[config.mk]
export PLATFORM = sky130hd
export DESIGN_NAME = cdr_lock_ctrl
export DESIGN_NICKNAME = d
export VERILOG_FILES = /design/src/rtl/cdr_lock_pkg.sv /design/src/rtl/cdr_freq_judge.sv /design/src/rtl/cdr_run_monitor.sv /design/src/rtl/cdr_lock_ctrl.sv
export SDC_FILE = /design/constraint.sdc
export NUM_CORES = 1
export LEC_CHECK = 0
export BUFFER_PORTS_ARGS = -buffer_cell sky130_fd_sc_hd__buf_2
export CAP_MARGIN = 25
export CORE_MARGIN = 10
export CORE_UTILIZATION = 30
export CTS_BUF_LIST = sky130_fd_sc_hd__clkbuf_8
export CTS_CLUSTER_DIAMETER = 100
export DETAILED_ROUTE_END_ITERATION = 8
export HOLD_SLACK_MARGIN = 0.06
export PLACE_DENSITY_LB_ADDON = 0.15
export SKIP_LAST_GASP = 1
export SLEW_MARGIN = 40
export SYNTH_ARGS = -nofsm -noshare
export SYNTH_HDL_FRONTEND = slang
export SYNTH_HIERARCHICAL = 1
export SYNTH_SLANG_ARGS = --single-unit
[constraint.sdc]
create_clock -name clk -period 0.8 [get_ports clk]
set_input_delay 0.12 -clock clk [delete_from_list [all_inputs] [get_ports clk]]
set_output_delay 0.12 -clock clk [all_outputs]
set_load 0.02 [all_outputs]
[src/rtl/cdr_lock_pkg.sv]
package cdr_lock_pkg;

  typedef enum logic {FREQ_UNLOCKED = 1'b0, FREQ_LOCKED = 1'b1} freq_state_e;

  typedef enum logic [1:0] {VERD_LOCK = 2'd0, VERD_UNLOCK = 2'd1, VERD_UNSURE = 2'd2} freq_verdict_e;

  // Exact comparison: offset_counts * 1e6 versus ppm * 2^win_log2
  function automatic logic ppm_below(input logic [31:0] offs, input int unsigned ppm,
                                     input int unsigned win_log2);
    return ({32'd0, offs} * 64'd1000000) < ({32'd0, ppm} << win_log2);
  endfunction

  function automatic logic ppm_above(input logic [31:0] offs, input int unsigned ppm,
                                     input int unsigned win_log2);
    return ({32'd0, offs} * 64'd1000000) > ({32'd0, ppm} << win_log2);
  endfunction

endpackage

[src/rtl/cdr_freq_judge.sv]
module cdr_freq_judge
  import cdr_lock_pkg::*;
#(
  parameter int unsigned WIN_LOG2 = 15,
  parameter int unsigned CNT_W    = WIN_LOG2 + 2,
  parameter int unsigned PPM_HOLD = 488,
  parameter int unsigned PPM_DROP = 732,
  parameter int unsigned PPM_ACQ  = 244,
  parameter int unsigned PPM_REJ  = 366
) (
  input  logic             clk,
  input  logic             rst_n,
  input  logic             win_vld,
  input  logic [CNT_W-1:0] rec_cnt,
  output logic             lock_q,
  output logic             lock_nxt
);

  localparam logic [CNT_W-1:0] NOM_CNT = CNT_W'(1) << WIN_LOG2;

  freq_state_e   state_q, state_d;
  freq_verdict_e verdict;
  logic [CNT_W-1:0] offs;
  logic [31:0]      offs32;

  always_comb begin
    offs   = (rec_cnt >= NOM_CNT) ? (rec_cnt - NOM_CNT) : (NOM_CNT - rec_cnt);
    offs32 = 32'(offs);
  end

  // Limits depend on the present state: hysteresis with an undecided band
  always_comb begin
    verdict = VERD_UNSURE;
    if (state_q == FREQ_LOCKED) begin
      if (ppm_below(offs32, PPM_HOLD, WIN_LOG2))      verdict = VERD_LOCK;
      else if (ppm_above(offs32, PPM_DROP, WIN_LOG2)) verdict = VERD_UNLOCK;
    end else begin
      if (ppm_below(offs32, PPM_ACQ, WIN_LOG2))       verdict = VERD_LOCK;
      else if (ppm_above(offs32, PPM_REJ, WIN_LOG2))  verdict = VERD_UNLOCK;
    end
  end

  always_comb begin
    state_d = state_q;
    if (win_vld) begin
      case (verdict)
        VERD_LOCK:   state_d = FREQ_LOCKED;
        VERD_UNLOCK: state_d = FREQ_UNLOCKED;
        default:     state_d = state_q;
      endcase
    end
  end

  always_ff @(posedge clk or negedge rst_n) begin
    if (!rst_n)       state_q <= FREQ_UNLOCKED;
    else if (win_vld) state_q <= state_d;
  end

  assign lock_q   = (state_q == FREQ_LOCKED);
  assign lock_nxt = (state_d == FREQ_LOCKED);

endmodule

[src/rtl/cdr_run_monitor.sv]
module cdr_run_monitor #(
  parameter int unsigned WORD_W    = 10,
  parameter int unsigned RUN_WORDS = 12
) (
  input  logic              clk,
  input  logic              rst_n,
  input  logic              word_vld,
  input  logic [WORD_W-1:0] rx_word,
  output logic              los_nxt
);

  localparam int unsigned RUN_W = $clog2(RUN_WORDS + 1);
  localparam logic [RUN_W-1:0] RUN_MAX = RUN_W'(RUN_WORDS);

  logic [RUN_W-1:0] run_q, run_d;
  logic             val_q, val_d;
  logic             all_one, all_zero, uniform;

  always_comb begin
    all_one  = &rx_word;
    all_zero = ~|rx_word;
    uniform  = all_one | all_zero;
  end

  always_comb begin
    run_d = run_q;
    val_d = val_q;
    if (word_vld) begin
      if (uniform) begin
        val_d = all_one;
        if ((run_q != '0) && (val_q == all_one))
          run_d = (run_q == RUN_MAX) ? run_q : run_q + RUN_W'(1);
        else
          run_d = RUN_W'(1);
      end else begin
        run_d = '0;
      end
    end
  end

  always_ff @(posedge clk or negedge rst_n) begin
    if (!rst_n) begin
      run_q <= '0;
      val_q <= 1'b0;
    end else if (word_vld) begin
      run_q <= run_d;
      val_q <= val_d;
    end
  end

  assign los_nxt = (run_d == RUN_MAX);

endmodule

[src/rtl/cdr_lock_ctrl.sv]
module cdr_lock_ctrl #(
  parameter int unsigned WIN_LOG2  = 15,
  parameter int unsigned CNT_W     = WIN_LOG2 + 2,
  parameter int unsigned WORD_W    = 10,
  parameter int unsigned RUN_WORDS = 12,
  parameter int unsigned PPM_HOLD  = 488,
  parameter int unsigned PPM_DROP  = 732,
  parameter int unsigned PPM_ACQ   = 244,
  parameter int unsigned PPM_REJ   = 366
) (
  input  logic              clk,
  input  logic              rst_n,
  input  logic              win_vld,
  input  logic [CNT_W-1:0]  rec_cnt,
  input  logic              word_vld,
  input  logic [WORD_W-1:0] rx_word,
  input  logic              force_ref_n,
  output logic              sel_data,
  output logic              locked
);

  logic [1:0] rst_pipe;
  logic       rst_q;
  logic       lock_q, lock_nxt, los_nxt;
  logic       sel_q, sel_d;

  // Asynchronous assert, synchronous release
  always_ff @(posedge clk or negedge rst_n) begin
    if (!rst_n) rst_pipe <= 2'b00;
    else        rst_pipe <= {rst_pipe[0], 1'b1};
  end
  assign rst_q = rst_pipe[1];

  cdr_freq_judge #(
    .WIN_LOG2(WIN_LOG2), .CNT_W(CNT_W),
    .PPM_HOLD(PPM_HOLD), .PPM_DROP(PPM_DROP),
    .PPM_ACQ(PPM_ACQ),   .PPM_REJ(PPM_REJ)
  ) u_freq (
    .clk(clk), .rst_n(rst_q), .win_vld(win_vld), .rec_cnt(rec_cnt),
    .lock_q(lock_q), .lock_nxt(lock_nxt)
  );

  cdr_run_monitor #(.WORD_W(WORD_W), .RUN_WORDS(RUN_WORDS)) u_run (
    .clk(clk), .rst_n(rst_q), .word_vld(word_vld), .rx_word(rx_word),
    .los_nxt(los_nxt)
  );

  // Registered select: the clock switch sees one clean edge-aligned change
  always_comb sel_d = force_ref_n & lock_nxt & ~los_nxt;

  always_ff @(posedge clk or negedge rst_q) begin
    if (!rst_q) sel_q <= 1'b0;
    else        sel_q <= sel_d;
  end

  assign sel_data = sel_q;
  assign locked   = lock_q;

endmodule

==> flow_summary.toml <==
[critical_path]
crit_arrival_ps = 6830
critPathRequiredTime_ps = 970
cp-start-kind = "input pin"
worstSetupPathType = "input pin to register"
endpoint_kind = "register"
cp_max_fo = 7

[finish]
areaGrowthSynthToFinish_pct = 43.5
final_util_pct = 43.7
n_fill_cell = 1643
antenna_cells = 0
drive_gt1_share_pct = 37.0
nNetsFinal = 952
fin_area_um2 = 7190

[route]
drt-initial-drc-count = 147
route.detailed.drc = 0
firstDrtPassIters = 4
drt_wl_total_um = 13600
ant_nets = 0
dr_total_vias = 4567
drt-wirelength-per-cell_um = 14.1
vias_per_cell = 4.73

[place]
io_buffers = 33
dpl_cell_area_um2 = 6760
dp_slack_ps = -6500
globalplace.congestion = 0.867
hpwl_um = 12100

[floorplan]
die_area_um2 = 22300
die_x_um = 149
rows = 47
ios = 34
start_util_pct = 30.5
core_um2 = 16500
die_height_um = 149

[logic_synthesis]
async_flop_share_pct = 100
synthFlopType = "dfrtp_1"
synth_cells = 545
yosys.area.top_type_share_pct = 28.2
yosysSeqAreaShare_pct = 4.49
avgSynthCellArea_um2 = 9.20
synth_area_leaders = "ha_1 (28%), fa_1 (24%), inv_1 (5.6%)"
synth_seq_cells = 9
synth_fp_nets = 750
synth.distinct_cells = 65
synth_area_um2 = 5010
yosysWarnings = 6
yosys.area.top_type = "ha_1"
synth_edf_count = 0

[grt]
gr-total-overflow = 0
gr-usage-all-layers_pct = 12.5
met2_usage_pct = 21.8
grt_use_met1_pct = 17.2
use_met3_pct = 0.789
grt_pass1_vias = 4910
grt_pass1_wl_um = 23800
grt-busiest-layer = "met2"
antenna_found_initial = 0
grt_max_degree = 8

[sta]
finalCriticalPeriod_ps = 6660
finalHoldViolations = 0
fin_crit_sh_pct = 832
setup_viol = 9
finClkSkew_ps = 1.63
tightestPinTransition_ps = 511
slew_viol_final = 0
fmax_mhz = 150
worst_slack_ps = -5860
rsz0062_at_grt = "true"
slew_headroom_pct = 65.5

[clock_tree]
cts-buffers-inserted = 3
root_buffer = "clkbuf_8"
clockBufferDepth = 2
cts_tree = "done"
insertion_delay_ps = 230
cts_sinks = 9
htreeDepth = 1
clk_pin_slew_ps = 40

[outcome]
violations = "setup timing"
outcome = "complete, but fails checks"

[min_path]
hold_class = "register to async pin"

[flow_run]
max_cap_violations = 0
stage by stage:
step	hold WS (ps)	TNS, ps	cells
after global routing	140	-15150	966
after global placement	-95.0	-15200	947
after floorplan	-176	-13570	545
final	113	-14130	966
after CTS	123	-14100	962
after detailed placement	-90.6	-15560	947
worst paths after layout:
path | from | endpoint | slack [ps] | depth (start not counted)
worst min-delay path | rst_pipe[1] | sel_data | 110 | 0
worst max register to register | u_run/run_q[1] | sel_data | -960 | 8
worst min register to register | rst_pipe[1] | sel_data | 110 | 0
worst max-delay path | rec_cnt[6] | sel_data | -5860 | 27
max in group asynchronous | rst_pipe[1] | u_run/run_q[3] | 460 | 0
min in group clk | force_ref_n | sel_data | 150 | 2
kinds of logic (layout without fill, tap and decap cells):
kind of cell | count (synthesis) | after routing | share of synthesized area, %
compound gates | 128 | 128 | 17.9
xor+xnor | 41 | 41 | 7.16
fa+ha+maj | 173 | 173 | 52.1
buf+inv | 85 | 286 | 6.61
flops | 9 | 9 | 4.49
mux | 1 | 1 | 0.200
other cells | 1 | 1 | 0.0748
simple gates | 107 | 107 | 11.4
layout make-up:
type / count / area (um^2) / area share [%]
clock buffers: 3 / 41.3 / 0.574
clock inverters: 1 / 3.75 / 0.0522
inverters: 75 / 282 / 3.91
multi-input cells: 451 / 4830 / 67.1
flip-flops and latches: 9 / 225 / 3.13
well taps: 220 / 275 / 3.83
repair buffers: 207 / 1540 / 21.4
sequential cells by signal, indices dropped and copies added, names as in the netlist:
| register | count |
|---|---|
| u_freq/lock_q | 1 |
| sel_data | 1 |
| rst_pipe | 2 |
| u_run/run_q | 4 |
| u_run/val_q | 1 |
synth_stat cells (4+ instances only):
| cell | number |
|---|---|
| o31ai_1 | 9 |
| nand2b_1 | 8 |
| o21ai_0 | 26 |
| xnor2_1 | 30 |
| fa_1 | 60 |
| a21o_1 | 7 |
| clkbuf_1 | 5 |
| a211oi_1 | 5 |
| xor2_1 | 11 |
| or4_1 | 4 |
| inv_1 | 75 |
| nor3_1 | 6 |
| nand4_1 | 11 |
| o211ai_1 | 7 |
| nor2_1 | 16 |
| a21oi_1 | 26 |
| nand2_1 | 28 |
| ha_1 | 113 |
| dfrtp_1 | 9 |
| o21a_1 | 12 |
| nand3_1 | 14 |
per-layer routing:
metal / routed length [um] / share of wire [%] / vias up
met5: 0 / 0 / -
met4: 59 / 0.43 / 0
met3: 203 / 1.5 / 4
met2: 6810 / 50 / 52
met1: 6520 / 48 / 2176
li1: - / - / 2335
critical path: stages:
cell,delay [ps]
buf_6,90
or4_4,540
nor4_4,190
nand3_2,130
o21a_4,260
nor2_2,110
a21o_1,120
inv_2,60
fa_1,530
inv_1,50
fa_1,480
fa_1,530
inv_1,50
fa_1,500
inv_2,50
ha_4,230
fa_1,490
ha_4,320
nand4_1,110
a21oi_2,200
a211oi_1,130
o31a_1,370
o31ai_1,350
nand4_1,150
nor4_2,320
o211a_1,170
and3b_1,150
what timing repair did:
action / in CTS / in global routing
gates resized for setup: 39 / 21
endpoints found under the hold margin: 2 / 0
pin swaps: 55 / 10
setup buffers: 13 / 4
endpoints found under the setup margin: 9 / 9
hold buffers: 1 / 0
cell usage in the layout, fill, tap and decap left out, drive strengths merged, types with 4 or more instances in the layout:
| cell | instances |
|---|---|
| a2111oi | 4 |
| a211oi | 7 |
| a21o | 7 |
| a21oi | 29 |
| buf | 206 |
| dfrtp | 9 |
| fa | 60 |
| ha | 113 |
| inv | 76 |
| nand2 | 28 |
| nand2b | 8 |
| nand3 | 14 |
| nand4 | 11 |
| nor2 | 16 |
| nor3 | 7 |
| nor4 | 4 |
| o211ai | 7 |
| o21a | 12 |
| o21ai | 27 |
| o31ai | 9 |
| or4 | 4 |
| xnor2 | 30 |
| xor2 | 11 |
Power is left out: the tool's default activity adds up to more than one toggle a clock period on the data nets, which glitch-free logic cannot reach.
